==> config.mk <==
export PLATFORM = sky130hd
export DESIGN_NAME = mdio_frame_ctrl
export DESIGN_NICKNAME = d
export VERILOG_FILES = /design/src/rtl/mdio_pkg.sv /design/src/rtl/mdio_clkdiv.sv /design/src/rtl/mdio_shift.sv /design/src/rtl/mdio_frame_ctrl.sv
export SDC_FILE = /design/constraint.sdc
export NUM_CORES = 1
export LEC_CHECK = 0
export ABC_AREA = 1
export BUFFER_PORTS_ARGS = -buffer_cell sky130_fd_sc_hd__buf_2
export CAP_MARGIN = 20
export CORE_ASPECT_RATIO = 1.25
export CORE_MARGIN = 3
export CORE_UTILIZATION = 30
export CTS_CLUSTER_SIZE = 28
export DETAILED_ROUTE_END_ITERATION = 6
export HOLD_SLACK_MARGIN = 0.15
export PLACE_DENSITY_LB_ADDON = 0.15
export SLEW_MARGIN = 20
export SYNTH_ARGS = -nofsm -noshare
export SYNTH_HDL_FRONTEND = slang
export SYNTH_SLANG_ARGS = --single-unit
==> constraint.sdc <==
create_clock -name clk -period 3.5 [get_ports clk]
set_input_delay 0.175 -clock clk [delete_from_list [all_inputs] [get_ports clk]]
set_output_delay 0.175 -clock clk [all_outputs]
set_load 0.01 [all_outputs]
==> src/rtl/mdio_pkg.sv <==
package mdio_pkg;

  // A command with the read opcode bit set turns the line around.
  function automatic logic op_is_read(input logic [31:0] word, input int unsigned rd_bit);
    return word[rd_bit];
  endfunction

  // Half of the MDC period in system clocks for the selected divide.
  function automatic int unsigned mdc_half(input logic sel, input int unsigned div_a,
                                           input int unsigned div_b);
    return (sel ? div_b : div_a) / 2;
  endfunction

  // A read releases the line from the second turnaround bit to the end.
  function automatic logic line_released(input logic rd, input int unsigned pos,
                                         input int unsigned rel_pos);
    return rd && (pos >= rel_pos);
  endfunction

  // The data phase occupies the last data_w positions of the frame.
  function automatic logic in_data_phase(input int unsigned pos, input int unsigned frame_len,
                                         input int unsigned data_w);
    return pos >= (frame_len - data_w);
  endfunction

endpackage

==> src/rtl/mdio_clkdiv.sv <==
module mdio_clkdiv #(
  parameter int unsigned DIV_A = 32,
  parameter int unsigned DIV_B = 48
) (
  input  logic clk,
  input  logic rst_n,
  input  logic run,
  input  logic sel,
  output logic mdc,
  output logic rise_tick,
  output logic fall_tick
);
  import mdio_pkg::*;

  localparam int unsigned DIV_MAX = (DIV_A > DIV_B) ? DIV_A : DIV_B;
  localparam int unsigned CW      = $clog2(DIV_MAX);

  logic [CW-1:0] cnt;
  logic [CW-1:0] half;
  logic          mdc_q;

  assign half      = CW'(mdc_half(sel, DIV_A, DIV_B));
  assign rise_tick = run && (cnt == half - CW'(1));
  assign fall_tick = run && (cnt == {half[CW-2:0], 1'b0} - CW'(1));
  assign mdc       = mdc_q;

  always_ff @(posedge clk) begin
    if (!rst_n || !run) begin
      cnt   <= '0;
      mdc_q <= 1'b0;
    end else begin
      cnt <= fall_tick ? '0 : cnt + CW'(1);
      if (rise_tick) mdc_q <= 1'b1;
      else if (fall_tick) mdc_q <= 1'b0;
    end
  end

  AST_TICKS_EXCLUSIVE: assert property (@(posedge clk) disable iff (!rst_n)
    $onehot0({rise_tick, fall_tick}));
  AST_MDC_PARKED: assert property (@(posedge clk) disable iff (!rst_n)
    !run |=> !mdc);

endmodule

==> src/rtl/mdio_shift.sv <==
module mdio_shift #(
  parameter int unsigned PRE_LEN = 32,
  parameter int unsigned WORD_W  = 32,
  parameter int unsigned DATA_W  = 16
) (
  input  logic              clk,
  input  logic              rst_n,
  input  logic              start,
  input  logic [WORD_W-1:0] word,
  input  logic              rise_tick,
  input  logic              fall_tick,
  input  logic              mdio_i,
  output logic              busy,
  output logic              done,
  output logic              rd,
  output logic [DATA_W-1:0] cap,
  output logic              mdio_o,
  output logic              mdio_oe
);
  import mdio_pkg::*;

  localparam int unsigned FRAME   = PRE_LEN + WORD_W;
  localparam int unsigned IW      = $clog2(FRAME);
  localparam int unsigned RD_BIT  = WORD_W - 3;
  localparam int unsigned REL_POS = PRE_LEN + WORD_W - 1 - DATA_W;
  localparam logic [IW-1:0] LAST  = IW'(FRAME - 1);

  logic [FRAME-1:0] sh;
  logic [IW-1:0]    idx;
  logic             busy_q, rd_q;
  logic             released, capturing;

  assign released  = line_released(rd_q, int'(idx), REL_POS);
  assign capturing = busy_q && rd_q && rise_tick && in_data_phase(int'(idx), FRAME, DATA_W);
  assign done      = busy_q && fall_tick && (idx == LAST);
  assign busy      = busy_q;
  assign rd        = rd_q;
  assign mdio_o    = busy_q ? sh[FRAME-1] : 1'b1;
  assign mdio_oe   = busy_q && !released;

  always_ff @(posedge clk) begin
    if (!rst_n) begin
      busy_q <= 1'b0;
      rd_q   <= 1'b0;
      idx    <= '0;
      sh     <= '1;
      cap    <= '0;
    end else if (start) begin
      busy_q <= 1'b1;
      rd_q   <= op_is_read(word, RD_BIT);
      idx    <= '0;
      sh     <= {{PRE_LEN{1'b1}}, word};
    end else if (busy_q) begin
      if (capturing) cap <= {cap[DATA_W-2:0], mdio_i};
      if (fall_tick) begin
        if (idx == LAST) busy_q <= 1'b0;
        else begin
          idx <= idx + IW'(1);
          sh  <= {sh[FRAME-2:0], 1'b1};
        end
      end
    end
  end

  AST_PREAMBLE_HIGH: assert property (@(posedge clk) disable iff (!rst_n)
    (busy_q && idx < IW'(PRE_LEN)) |-> (mdio_o && mdio_oe));
  AST_READ_RELEASE: assert property (@(posedge clk) disable iff (!rst_n)
    (busy_q && rd_q && idx >= IW'(REL_POS)) |-> !mdio_oe);
  AST_IDLE_UNDRIVEN: assert property (@(posedge clk) disable iff (!rst_n)
    !busy_q |-> !mdio_oe);

endmodule

==> src/rtl/mdio_frame_ctrl.sv <==
module mdio_frame_ctrl #(
  parameter int unsigned DIV_A   = 32,
  parameter int unsigned DIV_B   = 48,
  parameter int unsigned PRE_LEN = 32,
  parameter int unsigned WORD_W  = 32,
  parameter int unsigned DATA_W  = 16
) (
  input  logic              clk,
  input  logic              rst_n,
  input  logic              mgmt_en,
  input  logic              div_sel,
  input  logic              maint_wr,
  input  logic [WORD_W-1:0] maint_wdata,
  output logic [WORD_W-1:0] maint_rdata,
  output logic              idle,
  output logic              mdc,
  output logic              mdio_o,
  output logic              mdio_oe,
  input  logic              mdio_i
);

  logic [WORD_W-1:0] maint_q;
  logic [DATA_W-1:0] cap;
  logic              accept, busy, done, rd, sel_q, rise_tick, fall_tick;

  assign accept      = maint_wr && mgmt_en && !busy;
  assign idle        = mgmt_en && !busy;
  assign maint_rdata = maint_q;

  always_ff @(posedge clk) begin
    if (!rst_n) begin
      maint_q <= '0;
      sel_q   <= 1'b0;
    end else if (accept) begin
      maint_q <= maint_wdata;
      sel_q   <= div_sel;
    end else if (done && rd) begin
      maint_q[DATA_W-1:0] <= cap;
    end
  end

  mdio_clkdiv #(.DIV_A(DIV_A), .DIV_B(DIV_B)) u_div (
    .clk(clk), .rst_n(rst_n), .run(busy), .sel(sel_q),
    .mdc(mdc), .rise_tick(rise_tick), .fall_tick(fall_tick)
  );

  mdio_shift #(.PRE_LEN(PRE_LEN), .WORD_W(WORD_W), .DATA_W(DATA_W)) u_shift (
    .clk(clk), .rst_n(rst_n), .start(accept), .word(maint_wdata),
    .rise_tick(rise_tick), .fall_tick(fall_tick), .mdio_i(mdio_i),
    .busy(busy), .done(done), .rd(rd), .cap(cap),
    .mdio_o(mdio_o), .mdio_oe(mdio_oe)
  );

  AST_BUSY_WRITE_IGNORED: assert property (@(posedge clk) disable iff (!rst_n)
    (busy && maint_wr && !done) |=> (maint_q == $past(maint_q)));
  AST_DISABLED_IGNORED: assert property (@(posedge clk) disable iff (!rst_n)
    (!mgmt_en && !busy) |=> !busy);
  AST_MDIO_STABLE_HIGH: assert property (@(posedge clk) disable iff (!rst_n)
    (mdc && $past(mdc)) |-> $stable(mdio_o));
  AST_IDLE_FLAG: assert property (@(posedge clk) disable iff (!rst_n)
    accept |=> !idle);

endmodule

==> flow_summary_export.csv <==
group,metric,value,unit
cts,cts_max_path_buffers,2,
cts,cts_tree,"done",
die,dieArea,0.0195,mm^2
routing,routed_wl,13600,um
synth,syn_inst,759,
routing,wl_per_cell,12.5,um
placed_design,io_buffers,73,
grt,use_met3,3.85,%
critical_path,worstReg2RegEnd,"u_shift.idx[2]",
final_layout,regArea,0.00254,mm^2
critical_path,required,3840,ps
sta,maxSlewViolCount,0,
final_layout,layout.nets,886,
synth,syn_avg_cell_area,7.07,um^2
sta,hold_viol_final,0,
sta,finalCriticalPeriod,2100,ps
synth,yosysTopAreaCellShare,47.4,%
critical_path,crit_chain,"ha_1 > nand3_1 > nor2_2 > nand3_2 > buf_4 > inv_2 > buf_4 > nand2_1 > a21oi_1",
die,dieWidth,126,um
critical_path,setup.reg_to_reg.worst_slack,1400,ps
sta,grt_setup_unrepaired,"no",
worst_hold_path,min_path_type,"in2reg",
synth,synthTopCellsByArea,"dfxtp_1, nand2_1, nand3_1",
placed_design,dp_hpwl,8340,um
critical_path,critPathLaunch,"u_div.cnt[0]",
cts,post-cts-setup-buffer-count,0,
critical_path,path_class,"reg2reg",
grt,track_usage,14.4,%
routing,ant_nets,0,
die,start_util,30.7,%
cts,cts.sinks,127,
cts,path_clk_slew,60,ps
power,power,0.00368,W
power,power_density,543,mW/mm^2
cts,htree_num_levels,4,
sta,slew_headroom,49.0,%
final_layout,multi_input_area,0.00239,mm^2
die,ioPinCount,74,
routing,drc,0,
critical_path,critPathTopFamily,"simple AND/OR/NAND/NOR gates",
placed_design,dpl.cell_count,1018,
synth,ys.flop_type,"dfxtp_1",
die,die_h,156,um
final_layout,layout.cells.non_filler,1083,
grt,grt_pass1_vias,4625,
sta,tns,0,ps
critical_path,rr_worst_depth,9,
cts,cts_buffers,17,
critical_path,crit_fanout,27,
die,num_rows,54,
placed_design,place.gp.congestion,0.744,
critical_path,cp.arrival,2440,ps
synth,synth_edf_count,0,
synth,synth_top_area_cell,"dfxtp_1",
synth,ys_seq_area_share,47.4,%
critical_path,crit_path_end_kind,"flip-flop",
synth,synth.cell_area,0.00536,mm^2
cts,worstSkewPairLatency,410,ps
sta,finalCritPeriodShare,59.9,%
cts,root_buffer,"clkbuf_16",
critical_path,path_depth,9,
grt,grt_max_degree,66,
final_layout,layout-drive-gt1-share,16.2,%
critical_path,path_common_cell,"buf_4",
routing,vias,4866,
critical_path,reg2reg_from,"u_div.cnt[0]",
critical_path,cp-start-kind,"flip-flop",
final_layout,syn2layout_area_growth,26.3,%
synth,ys_warn_count,0,
grt,grt_pass1_wl,22800,um
sta,max_freq,477,MHz
final_layout,mostFrequentLayoutCells,"nand2_1, dfxtp_1, nand3_1, buf_2, nor2_1",
sta,setup_violations,0,
synth,ys_ff_latch,127,
sta,layout_setup_ws,1400,ps
outcome,status,"finished clean",
final_layout,antenna_cells,0,
routing,vias_per_cell,4.49,
final_layout,num-fill-cells,1849,
final_layout,layout_commonest_cell,"nand2_1",
synth,synth_nets,799,
synth,ys_types,31,
critical_path,max_stage_delay,370,ps
critical_path,crit_buf_inv,3,
grt,grt_use_met2,23.6,%
grt,grt_remaining_overflow,0,
die,core_area,0.0175,mm^2
synth,async_flop_share,0,%
worst_hold_path,holdPathStages,5,
routing,drt_iter0_drc,247,
sta,clock_skew,7.64,ps
grt,gr-usage-met1,18.1,%
critical_path,cp_slowest_cell,"dfxtp_1",
grt,grt_busiest_layer,"met2",
cts,holdBufCountCts,33,
routing,dr.pass1.iters,4,
placed_design,dp_slack,1380,ps
sta,worst_pin_slew,763,ps
power,p_leak,3.20,nW
power,peakVddDrop,0.000289,V
cts,cts_resized,0,
flow_run,maxCapViolations,0,
grt,antenna_found_initial,0,
critical_path,setup.worst_path.end,"u_shift.idx[2]",
-- worst min path at each step --
| stage | endpoint | startpoint |
|---|---|---|
| 2_1_floorplan | maint_rdata[29] | maint_wdata[29] |
| 3_3_place_gp | u_shift.sh[9] | u_shift.sh[9] |
| 3_5_place_dp | u_shift.sh[57] | u_shift.sh[56] |
| 4_1_cts | u_shift.sh[15] | maint_wdata[15] |
| 5_1_grt | u_shift.sh[15] | maint_wdata[15] |
| 6_report | u_shift.sh[15] | maint_wdata[15] |
-- through the flow --
stage / cell area [um^2] / utilization (%) / hold slack [ps]
after detailed placement: 5820 / 33.2 / 441
after global placement: 5820 / 33.2 / 438
after global routing: 6780 / 38.7 / 233
final: 6780 / 38.7 / 177
after floorplan: 5360 / - / 340
after CTS: 6780 / 38.7 / 161
-- worst register-to-register path: cells and delay by family (launching register included) --
kind | cells | cell delay [ps]
AND/OR/NAND/NOR | 4 | 680
AO/OA/AOI/OAI | 1 | 130
buffers and inverters | 3 | 650
flip-flops | 1 | 370
adder cells (fa/ha/maj) | 1 | 200
-- cell usage after synthesis, types with 2 or more instances --
cell type	number
o21ai_1	2
buf_2	18
buf_6	4
a21oi_1	46
inv_1	42
clkbuf_1	17
nand3_1	98
nand2_1	289
dfxtp_1	127
nor3_1	2
nand2_2	2
o21ai_0	18
nor2_4	2
nor2_1	48
xor2_1	5
nand4_1	2
ha_1	2
inv_2	4
nor2_2	13
buf_4	7
-- power by group --
part | switching [W] | total [W] | internal (W)
Clock | 0.000643 | 0.00186 | 0.00121
Sequential | 0.0000252 | 0.00152 | 0.00150
Combinational | 0.000183 | 0.000306 | 0.000123
-- cells by family after synthesis --
family	Yosys count	synth area share, %
buffers and inverters	94	8.09
and+or+nand+nor	463	36.8
adders and majority gates	2	0.466
xor gates and xnor gates	6	0.980
AOI/OAI and AO/OA	67	6.30
DFF	127	47.4
-- state kept, by name, summed over array words and instances (netlist names) --
name	count
u_shift.busy	1
u_shift.idx	6
u_shift.sh	64
u_div.cnt	6
u_shift.cap	16
maint_rdata	32
sel_q	1
u_div.mdc	1
-- per-layer routing --
metal,up-vias,wire length (um)
met5,-,0
met4,0,219
met3,17,493
met2,90,6410
met1,2198,6460
li1,2561,-
-- layout make-up --
cell class / instances / area share [%]
multi-input cells: 538 / 35.2
inverters: 48 / 2.70
flip-flops and latches: 127 / 37.5
clock inverters: 9 / 1.92
repair buffers: 114 / 11.2
clock buffers: 23 / 7.35
well taps: 224 / 4.14
(Power assumes the default switching activity.)
